--- src/rtl/lfsr_pkg.sv ---
package lfsr_pkg;

    typedef enum logic [1:0] {
        STEP_HOLD = 2'd0,
        STEP_UP   = 2'd1,
        STEP_DOWN = 2'd2,
        STEP_LOAD = 2'd3
    } step_e;

    // Load wins over stepping; stepping needs enable.
    function automatic step_e pick_step(input logic ld, input logic go, input logic up);
        if (ld)
            return STEP_LOAD;
        else if (go)
            return up ? STEP_UP : STEP_DOWN;
        else
            return STEP_HOLD;
    endfunction

endpackage

--- src/rtl/lfsr_tap_xor.sv ---
module lfsr_tap_xor #(
    parameter int             W    = 16,
    parameter logic [W-1:0]   MASK = '1
) (
    input  logic [W-1:0] vec,
    output logic         par
);
    logic [W-1:0] picked;

    always_comb begin
        picked = vec & MASK;
        par    = ^picked;
    end
endmodule

--- src/rtl/lfsr_shift_mux.sv ---
module lfsr_shift_mux #(
    parameter int W = 16
) (
    input  logic [W-1:0] cur,
    input  logic         fwd_in,
    input  logic         rev_in,
    input  logic         go_up,
    output logic [W-1:0] nxt
);
    for (genvar i = 0; i < W; i++) begin : g_bit
        if (i == 0) begin : g_low
            assign nxt[i] = go_up ? fwd_in : cur[i+1];
        end else if (i == W-1) begin : g_high
            assign nxt[i] = go_up ? cur[i-1] : rev_in;
        end else begin : g_mid
            assign nxt[i] = go_up ? cur[i-1] : cur[i+1];
        end
    end
endmodule

--- src/rtl/lfsr_updown_ctr.sv ---
module lfsr_updown_ctr
    import lfsr_pkg::*;
#(
    parameter int           W        = 16,
    parameter logic [W-1:0] FWD_TAPS = 16'hD008,
    parameter logic [W-1:0] SEED     = 16'h0001
) (
    input  logic         clk,
    input  logic         rst,
    input  logic         en,
    input  logic         dir_up,
    input  logic         load,
    input  logic [W-1:0] load_val,
    output logic [W-1:0] state,
    output logic         at_seed
);
    // Backward taps: forward taps moved up one place, plus the bit shifted out.
    localparam logic [W-1:0] REV_TAPS  = {FWD_TAPS[W-2:0], 1'b1};
    localparam logic [W-1:0] SAFE_SEED = (SEED == '0) ? {{(W-1){1'b0}}, 1'b1} : SEED;

    typedef struct packed {
        logic [W-1:0] lfsr;
        logic         hit;
    } ctr_t;

    ctr_t         cur_q;
    ctr_t         nxt_d;
    step_e        mode_d;
    logic         fwd_bit;
    logic         rev_bit;
    logic [W-1:0] shifted;

    lfsr_tap_xor #(.W(W), .MASK(FWD_TAPS)) u_fwd_fb (
        .vec (cur_q.lfsr),
        .par (fwd_bit)
    );

    lfsr_tap_xor #(.W(W), .MASK(REV_TAPS)) u_rev_fb (
        .vec (cur_q.lfsr),
        .par (rev_bit)
    );

    lfsr_shift_mux #(.W(W)) u_dir_mux (
        .cur    (cur_q.lfsr),
        .fwd_in (fwd_bit),
        .rev_in (rev_bit),
        .go_up  (dir_up),
        .nxt    (shifted)
    );

    always_comb begin
        nxt_d  = cur_q;
        mode_d = pick_step(load, en, dir_up);
        unique case (mode_d)
            STEP_UP,
            STEP_DOWN: nxt_d.lfsr = shifted;
            STEP_LOAD: nxt_d.lfsr = (load_val == '0) ? SAFE_SEED : load_val;
            default:   nxt_d.lfsr = cur_q.lfsr;
        endcase
        nxt_d.hit = (nxt_d.lfsr == SAFE_SEED);
    end

    always_ff @(posedge clk) begin
        if (rst) begin
            cur_q.lfsr <= SAFE_SEED;
            cur_q.hit  <= 1'b1;
        end else begin
            cur_q <= nxt_d;
        end
    end

    assign state   = cur_q.lfsr;
    assign at_seed = cur_q.hit;
endmodule

--- config.mk ---
export PLATFORM = sky130hd
export DESIGN_NAME = lfsr_updown_ctr
export DESIGN_NICKNAME = d
export VERILOG_FILES = /design/src/rtl/lfsr_pkg.sv /design/src/rtl/lfsr_tap_xor.sv /design/src/rtl/lfsr_shift_mux.sv /design/src/rtl/lfsr_updown_ctr.sv
export SDC_FILE = /design/constraint.sdc
export NUM_CORES = 1
export LEC_CHECK = 0
export BUFFER_PORTS_ARGS = -buffer_cell sky130_fd_sc_hd__buf_4
export CAP_MARGIN = 0
export CORE_MARGIN = 4
export CORE_UTILIZATION = 40
export CTS_CLUSTER_DIAMETER = 100
export CTS_CLUSTER_SIZE = 28
export DETAILED_ROUTE_END_ITERATION = 7
export PLACE_DENSITY = 0.64
export SLEW_MARGIN = 20
export SYNTH_ARGS = -nofsm -noshare
export SYNTH_HDL_FRONTEND = slang
export SYNTH_HIERARCHICAL = 1
export SYNTH_SLANG_ARGS = --single-unit
--- constraint.sdc ---
create_clock -name clk -period 1.8 [get_ports clk]
set_input_delay 0.18 -clock clk [delete_from_list [all_inputs] [get_ports clk]]
set_output_delay 0.18 -clock clk [all_outputs]
set_load 0.02 [all_outputs]
======== Word level (Yosys, flattened, before mapping) ========
Cells that the tools add are included.
word-level totals
  input bits .............................. 21
  latch bits .............................. 0
  RAM bits ................................ 0
  memory bits (read-only) ................. 0
  memories ................................ 0
  bits in registers ....................... 17
  logic and storage cells ................. 31
cells by class
  multiply operators ...................... 0
  add/sub/neg operators ................... 0
  reductions and logical operators ........ 4
  div/mod/pow operators ................... 0
  bitwise operators ....................... 0
  shift-type cells ........................ 0
  equality and inequality tests ........... 4
  muxes and demuxes ....................... 21
  $lt $le $gt $ge ......................... 0
operators with widths
  operator                                                          number
  16-bit one-hot mux with 2 select lines                            1
  16-bit parity                                                     2
  16-bit by 1-bit == test with 1-bit output, second input constant  1
  16-bit zero test                                                  1
  1-bit 2-to-1 mux                                                  16
  16-bit 2-to-1 mux                                                 1
  2-bit 2-to-1 mux                                                  3
  2-bit == test, second input constant                              2
  2-bit by 1-bit == test with 1-bit output, second input constant   1
  2-bit OR reduction                                                1

======== Logic depth before layout (Yosys ltp) ========
Gate-level depths: netlist of run 1.
  depth in word-level cells ............... 7
  mapped depth ............................ 10
  gate-level depth less buffers ........... 8

======== By module ========
Netlist of run 1, hierarchy kept.
modules (own cells, without submodules)
  module           cells an instance  times used  area each (µm²)
  lfsr_updown_ctr  99                 1           902.1
  lfsr_shift_mux   18                 1           249.0
  lfsr_tap_xor     3                  2           26.3

======== Least setup slack after synthesis of run 1 ========
No wires, ideal clock.
  path kind ............................... reg2reg
  start ................................... register cur_q, in the netlist state[15]
  end ..................................... register cur_q, in the netlist at_seed
  setup time .............................. 59 ps
  data arrival time ....................... 1,770 ps
  cell stages (with the launch flop) ...... 8
  data required time ...................... 1,741 ps
  buffers on the path ..................... 0
  slack ................................... -30 ps
  period minus slack after synthesis ...... 1,830 ps
  cell sequence ........................... dfxtp_1 > xor2_1 > xnor2_1 > mux2_4 > a221o_2 > o21ai_0 > and4_1 > a41o_1
on the way
  longest elaborated chain between the ends .. 4
RTL lines
  what                                       RTL line               text
  from (decl)                                lfsr_updown_ctr.sv:26  ctr_t cur_q;
  from (signal assigned)                     lfsr_updown_ctr.sv:68  cur_q <= nxt_d;
  16-bit parity                              lfsr_tap_xor.sv:12     par = ^picked;
  net rev_bit                                lfsr_updown_ctr.sv:30  logic rev_bit;
  1-bit 2-to-1 mux                           lfsr_shift_mux.sv:14   assign nxt[i] = go_up ? cur[i-1] : rev_in;
  net shifted[15]                            lfsr_updown_ctr.sv:31  logic [W-1:0] shifted;
  16-bit one-hot mux with 2 select lines     lfsr_updown_ctr.sv:54  unique case (mode_d)
  16-bit by 1-bit == test with 1-bit output  lfsr_updown_ctr.sv:60  nxt_d.hit = (nxt_d.lfsr == SAFE_SEED);
The timed path passes the listed nets, and every way through them passes these cells.
A chain may end at the register's enable or synchronous reset.

======== Final worst setup path of run 1 ========
  start ................................... register cur_q, in the netlist state[4]
  end ..................................... register cur_q, in the netlist at_seed
Same word-level chain as after synthesis.

==> summary.txt, run 1 <==
Global route
  – Wire length of the first global-routing pass: 6003 um
  – Grt total ovfl: 0
  – Antenna violations before repair: 0
  – Largest net degree at the start of global routing: 18
  – GR Util All Layers: 0.1890
  – Vias in the first global route: 1,284

Route
  – Total length of routed wires: 3623 um
  – 1st-iter DRT viols: 46
  – Average routed wire per standard cell: 16.93 um
  – Residual DRC count: 0
  – Via density per instance: 5.724
  – Initial DRT Pass Iterations: 4
  – Via count: 1,225
  – Post-route ant nets: 0

Floorplan
  – Initial Util: 0.4291
  – # rows: 19
  – Die Wd: 62.86 um
  – Die Ht: 62.86 um
  – Full die area: 3951 um^2
  – Core box area: 2805 um^2
  – I/O Pins: 38

Timing
  – Fmax: 558.8 MHz
  – Final setup violation count: 0
  – RSZ-0062 raised after global routing: yes
  – Max-slew violation count: 0
  – Final Hold Vio Count: 0
  – Slew @ Worst Pin: 0.4674 ns
  – Setup TNS: 0 ns
  – Crit path time final: 1.790 ns
  – Clock Skews: 0.006305 ns
  – Hold_ws: 0.1703 ns
  – Final worst path period share: 0.9942
  – Max_slew headroom: 0.6855

Synth
  – Mapped cell area: 1204 um^2
  – Post-synthesis cell type count: 32
  – YS warnings: 6
  – XOR/XNOR share of the synthesized area: 0.04366
  – Adder-cell share of the synthesized area: 0.02079
  – Net Count, Synth: 146
  – Post-Synth Simple-Gate Area: 0.1653
  – Seq/Total Area, Yosys: 0.2827
  – Compound-Gate Fraction of Synth Area: 0.2131
  – Synth async-reset ratio: 0
  – Syn avg cell area: 9.786 um^2
  – Synth Register Bits: 17
  – Largest family of logic cells by synthesized area: compound AO/OA/AOI/OAI gates
  – Post-synthesis mux area share: 0.1809
  – Synth Instances: 123
  – Primary FF master, synth: dfxtp_1
  – Number of flops mapped to enable cells by yosys: 0

Setup path
  – CP endpoint kind: register
  – Arrival time worst endpoint: 2.05 ns
  – Critical-path maximum fanout: 2
  – WS Path Type: register to register
  – Reg2reg path depth: 7
  – Worst path cell trace: xnor2_2 > xnor2_1 > mux2_4 > a221o_2 > o21ai_2 > and4_1 > a41o_1
  – Startpoint Class: register
  – Critical Path RT: 2.06 ns
  – Critical path's slowest cell: dfxtp_2
  – CP peak stage delay: 0.36 ns

Clocking
  – Root Buffer: clkbuf_4
  – Worst skew pair latency: 0.31 ns
  – CTS sink cnt: 17
  – Worst-path clk slew: 0.12 ns
  – TritonCTS clock tree: built
  – Max Root-Sink Buffers: 2
  – TritonCTS Buffers: 3
  – Clock H-tree levels: 1

Worst hold path
  – Hold depth: 2
  – Hold/Removal Path Class: primary input to register

Flow run
  – Max cap viols: 0

Pwr
  – Internal: 0.0007990 W
  – Combinational fraction of design power: 0.449
  – Max IR drop VDD: 0.3742 mV
  – Leakage: 0.7987 nW
  – Clock power share: 0.187
  – Sequential Power Share: 0.364
  – Switching Fraction: 0.3459
  – Net Switching: 0.0004226 W
  – P per Cell Area: 713.2 nW/um^2

Place
  – Detail Placement HPWL: 2860 um
  – GP Congestion: 0.8903
  – # port buffers: 37
  – Placed instance count: 209

Cells and area
  – Finished Core Util: 0.6106
  – Fillers: 251
  – Fin nets: 207
  – N_diodes: 0
  – Area Growth Syn to Fin: 42.31%
  – Layout cells sized above 1: 0.5628
  – Area of the multi-input gates: 788.3 um^2
  – Post-Layout Cell Count: 214
  – Register area: 345.3 um^2

Outcome
  – Status: finished, final reports clean
[kinds of logic after synthesis]
kind of cell / after synthesis
buffers and inverters: 15
AO/OA/AOI/OAI: 32
XOR/XNOR: 6
AND/OR/NAND/NOR: 35
multiplexers: 16
adder cells (fa/ha/maj): 2
flip-flops: 17
[worst max-delay path: cells and delay by family (launching register included)]
family           cells  cell delay (ns)
flip-flops           1             0.36
multiplexers         1             0.28
XOR/XNOR             2             0.31
AND/OR/NAND/NOR      1             0.21
AO/OA/AOI/OAI        3             0.58
[registers in the layout, indices dropped and copies added (netlist names)]
signal / count
at_seed: 1
state: 16
[cell type report]
type,instances,share of cell area
Multi-Input combinational cell,91,0.4602
Timing Repair Buffer,66,0.2893
Sequential cell,17,0.2016
Tap cell,31,0.02264
Clock buffer,4,0.01534
Inverter,5,0.01096
[synth_stat cells (all sizes together) (2+ instances only)]
cell type | n | share of area
dfxtp | 17 | 0.28
nand2 | 3 | 0.0094
buf | 8 | 0.072
a221o | 4 | 0.037
mux2 | 16 | 0.18
clkbuf | 2 | 0.0062
o21ai | 7 | 0.029
a211oi | 2 | 0.012
xnor2 | 4 | 0.029
inv | 5 | 0.016
nor3 | 9 | 0.037
nor4 | 5 | 0.031
nor2 | 4 | 0.012
a221oi | 9 | 0.076
ha | 2 | 0.021
xor2 | 2 | 0.015
a22oi | 3 | 0.019
o22ai | 4 | 0.021
nor2b | 11 | 0.057
[layout by cell type (no fill, tap or decap), types with 4 or more instances in the layout]
cell type,netlist,final
buf_4,1,66
dfxtp_1,17,13
nor2b_1,11,11
mux2_4,10,10
nor3_1,9,9
o21ai_0,7,6
mux2_2,6,6
inv_1,5,5
a221oi_2,2,5
a221oi_1,7,4
nor4_1,4,4
a221o_2,4,4
nor2_1,4,4
o22ai_1,4,4
dfxtp_2,0,4
[path summary, 6_finish.rpt]
| path | startpoint | to | slack, ns |
|---|---|---|---|
| max | state[4] | at_seed | 0.01 |
| min | rst | state[4] | 0.17 |
| max reg2reg | state[4] | at_seed | 0.01 |
| min reg2reg | state[1] | state[1] | 0.60 |
[stage by stage]
step	worst slack [ns]	instance area [um^2]	total power, W
floorplan	0.01120	1206	0.0007532
global placement	-0.1777	1639	0.0009637
global route	-0.05674	1713	0.001284
CTS	0.001039	1684	0.001207
detailed placement	-0.2372	1639	0.0009723
finish	0.01050	1713	0.001222
[layer usage]
metal  up-vias  part of all wire  global-route usage
met5         -                 0                   0
li1        587                 -                   -
met4         0             0.014             0.04959
met1       581              0.45              0.2337
met2        51              0.47              0.3209
met3         6             0.062             0.05216
[power groups by stage]
stage / sequential [W] / clock (W) / combinational [W]
after floorplan: 0.000490 / 0 / 0.000263
after global placement: 0.000450 / 0 / 0.000514
after detailed placement: 0.000450 / 0 / 0.000523
after CTS: 0.000443 / 0.000230 / 0.000534
after global routing: 0.000451 / 0.000248 / 0.000585
final: 0.000445 / 0.000229 / 0.000548
[timing repair]
| action | CTS | global route |
|---|---|---|
| hold buffers | 0 | 0 |
| setup buffers | 0 | 1 |
| gates resized for setup | 5 | 4 |
| pin swaps | 2 | 3 |
| setup endpoints to repair | 1 | 2 |
Note: power is estimated with default switching activity, not from simulation.
==> run 2: changes to the inputs <==
- CELL_PAD_IN_SITES_DETAIL_PLACEMENT: not set -> 0
- CELL_PAD_IN_SITES_GLOBAL_PLACEMENT: not set -> 2
- CORE_UTILIZATION: 40 -> 27
- PLACE_DENSITY: 0.64 -> 0.71
==> run 2 against run 1 <==
Net effect: total power rose by 6.9%; maximum frequency rose by 1.4%; setup slack improved by 0.025 ns; largest cell class unchanged; critical path type unchanged; largest power group unchanged; clock skew fell by 0.0033 ns.
==> summary.txt, run 2 (synthesis results as in run 1) <==
Global route
  – GR Util All Layers: 0.1481 (-0.04086)
  – Wire length of the first global-routing pass: 6279 um (+4.6%)
  – Met3 GRT Util: 0.02670 (-0.02546)
  – Most used routing layer: met2
  – Antenna violations before repair: 0 (unchanged)
  – Grt total ovfl: 0 (unchanged)
  – Met2 Usage GRT: 0.2341 (-0.08676)
  – Grt met1 use: 0.2044 (-0.02933)
  – Vias in the first global route: 1,230 (-4.2%)
  – Largest net degree at the start of global routing: 25 (+7)

Clocking
  – Worst-path clk slew: 0.07 ns (-0.05 ns)
  – Root Buffer: clkbuf_8
  – Clock H-tree levels: 1 (unchanged)
  – TritonCTS clock tree: built
  – Worst skew pair latency: 0.26 ns (-0.05 ns)
  – TritonCTS Buffers: 3 (unchanged)
  – CTS sink cnt: 17 (unchanged)
  – Max Root-Sink Buffers: 2 (unchanged)

Timing
  – Max_slew headroom: 0.7384 (+0.05283)
  – Max-slew violation count: 0 (unchanged)
  – Clock Skews: 0.002969 ns (-0.003336 ns)
  – Fmax: 566.8 MHz (+1.4%)
  – RSZ-0062 raised after global routing: yes
  – Slew @ Worst Pin: 0.3888 ns (-0.07853 ns)
  – Final setup violation count: 0 (unchanged)
  – Final Hold Vio Count: 0 (unchanged)
  – Final worst path period share: 0.9801 (-0.01404)
  – Crit path time final: 1.764 ns (-0.02528 ns)

Floorplan
  – Core box area: 4324 um^2 (+54%)
  – I/O Pins: 38 (unchanged)
  – Die Ht: 74.77 um (+19%)
  – Die Wd: 74.77 um (+19%)
  – # rows: 24 (+5)
  – Initial Util: 0.2784 (-0.1507)
  – Full die area: 5591 um^2 (+42%)

Pwr
  – Total Power: 0.001306 W (+6.9%)
  – Leakage: 0.7925 nW (-0.77%)
  – P per Cell Area: 745.1 nW/um^2 (+4.5%)
  – Max IR drop VDD: 0.2407 mV (-36%)

Worst hold path
  – Hold/Removal Path Class: primary input to register
  – Hold worst-path end: state[15]
  – Beginning of the worst hold path: rst
  – Hold depth: 2 (unchanged)

Setup path
  – Critical-path maximum fanout: 4 (+2)
  – FF-to-FF Start: state[15]
  – Reg2reg path depth: 7 (unchanged)
  – Buf/Inv on CP: 1 (+1)
  – Worst Setup SP: state[15]
  – Worst reg2reg endpoint: state[0]
  – Reg2reg setup slack: 0.04 ns (+0.03 ns)
  – Arrival time worst endpoint: 1.92 ns (-0.13 ns)
  – Worst path cell trace: buf_4 > xnor2_2 > xnor2_1 > mux2_4 > a211oi_2 > a221oi_2 > or2_2
  – CP peak stage delay: 0.33 ns (-0.03 ns)
  – Critical Path RT: 1.95 ns (-0.11 ns)
  – CP endpoint kind: register
  – Crit path max-delay family: compound AO/OA/AOI/OAI gates
  – Critical path's slowest cell: dfxtp_2
  – WS Path Type: register to register
  – Startpoint Class: register

Cells and area
  – Register area: 344.1 um^2 (-0.36%)
  – N_diodes: 0 (unchanged)
  – Commonest non-fill, non-tap cell in the layout: buf_4
  – Area Growth Syn to Fin: 45.63%
  – Fillers: 448 (+78%)
  – Layout cells sized above 1: 0.5480 (-0.01482)
  – Leading cell types in the layout, fill and taps excluded: buf_4 (57), dfxtp_1 (14), nor2b_1 (11)
  – Cell area after layout: 1753 um^2 (+2.3%)
  – Max FFs per register: 16 (unchanged)
  – Area of the multi-input gates: 792.0 um^2 (+0.48%)
  – Fin nets: 201 (-2.9%)

Route
  – Post-route ant nets: 0 (unchanged)
  – 1st-iter DRT viols: 51 (+11%)
  – Total length of routed wires: 3701 um (+2.2%)
  – Average routed wire per standard cell: 16.16 um (-4.5%)
  – Via density per instance: 5.192 (-9.3%)
  – Via count: 1,189 (-2.9%)
  – Residual DRC count: 0 (unchanged)
  – Initial DRT Pass Iterations: 4 (unchanged)

Place
  – # port buffers: 37 (unchanged)
  – GP Congestion: 0.8013 (-10%)
  – Area post-placement: 1658 um^2 (+1.1%)
  – Detail Placement HPWL: 2810 um (-1.8%)

Flow run
  – Max cap viols: 0 (unchanged)

Outcome
  – Status: finished, final reports clean
==> run 2: cell types whose count changed in the layout (fill, tap and decap cells not counted) <==
cell	delta
a211oi_2	+2
clkbuf_4	-3
clkbuf_8	+3
a221oi_1	+1
a211oi_1	-2
xnor2_2	+1
xnor2_1	-1
dfxtp_1	+1
xor2_1	+1
dfxtp_2	-1
xor2_2	-1
a221oi_2	-1
buf_12	+3
buf_4	-9
==> run 2: metrics by stage <==
step	hold WS, ns	worst slack (ns)	cells	TNS, ns	util
floorplan	0.2516	0.01120	123	0	-
global placement	0.5065	-0.1651	224	-0.1704	0.3834
detailed placement	0.5062	-0.1797	224	-0.1835	0.3834
CTS	0.2254	0.004109	228	0	0.3981
global route	0.2419	-0.04837	229	-0.05648	0.4054
finish	0.2250	0.03578	229	0	0.4054
==> run 2: area by class of cell <==
type	instances	share of cell area
sequential	17	0.1963
multi-input combinational	91	0.4518
clock buffer	4	0.02570
inverter	5	0.01071
timing repair buffer	60	0.2784
tap	52	0.03712
==> run 2: per-layer routing <==
layer,part of all wire,vias up,routed length [um]
met2,0.50,30,1836
li1,-,577,-
met3,0.057,5,211
met5,0,-,0
met1,0.43,577,1604
met4,0.013,0,48
==> run 2: worst register-to-register path: stages, from the launching register on <==
cell	delay, ns
dfxtp_2	0.33
buf_4	0.16
xnor2_2	0.14
xnor2_1	0.13
mux2_4	0.28
a211oi_2	0.25
a221oi_2	0.10
or2_2	0.27
==> run 2: worst max path at each step <==
| stage | slack [ns] | depth (start not counted) | end |
|---|---|---|---|
| final | 0.04 | 7 | state[0] |
| after global routing | -0.05 | 7 | at_seed |
| after CTS | 0.004 | 7 | state[0] |
| after detailed placement | -0.18 | 10 | at_seed |
| after global placement | -0.17 | 10 | at_seed |
| after floorplan | 0.01 | 7 | at_seed |
==> run 2: where the power goes <==
| part | internal [W] | switching [W] |
|---|---|---|
| clock | 0.000158 | 0.000152 |
| sequential | 0.000411 | 0.0000328 |
| combinational | 0.000304 | 0.000249 |
==> run 2: timing repair <==
action	in CTS	in global routing
hold buffers	0	0
endpoints found under the setup margin	2	2
pin swaps	1	3
setup buffers	0	1
resized for setup	4	5
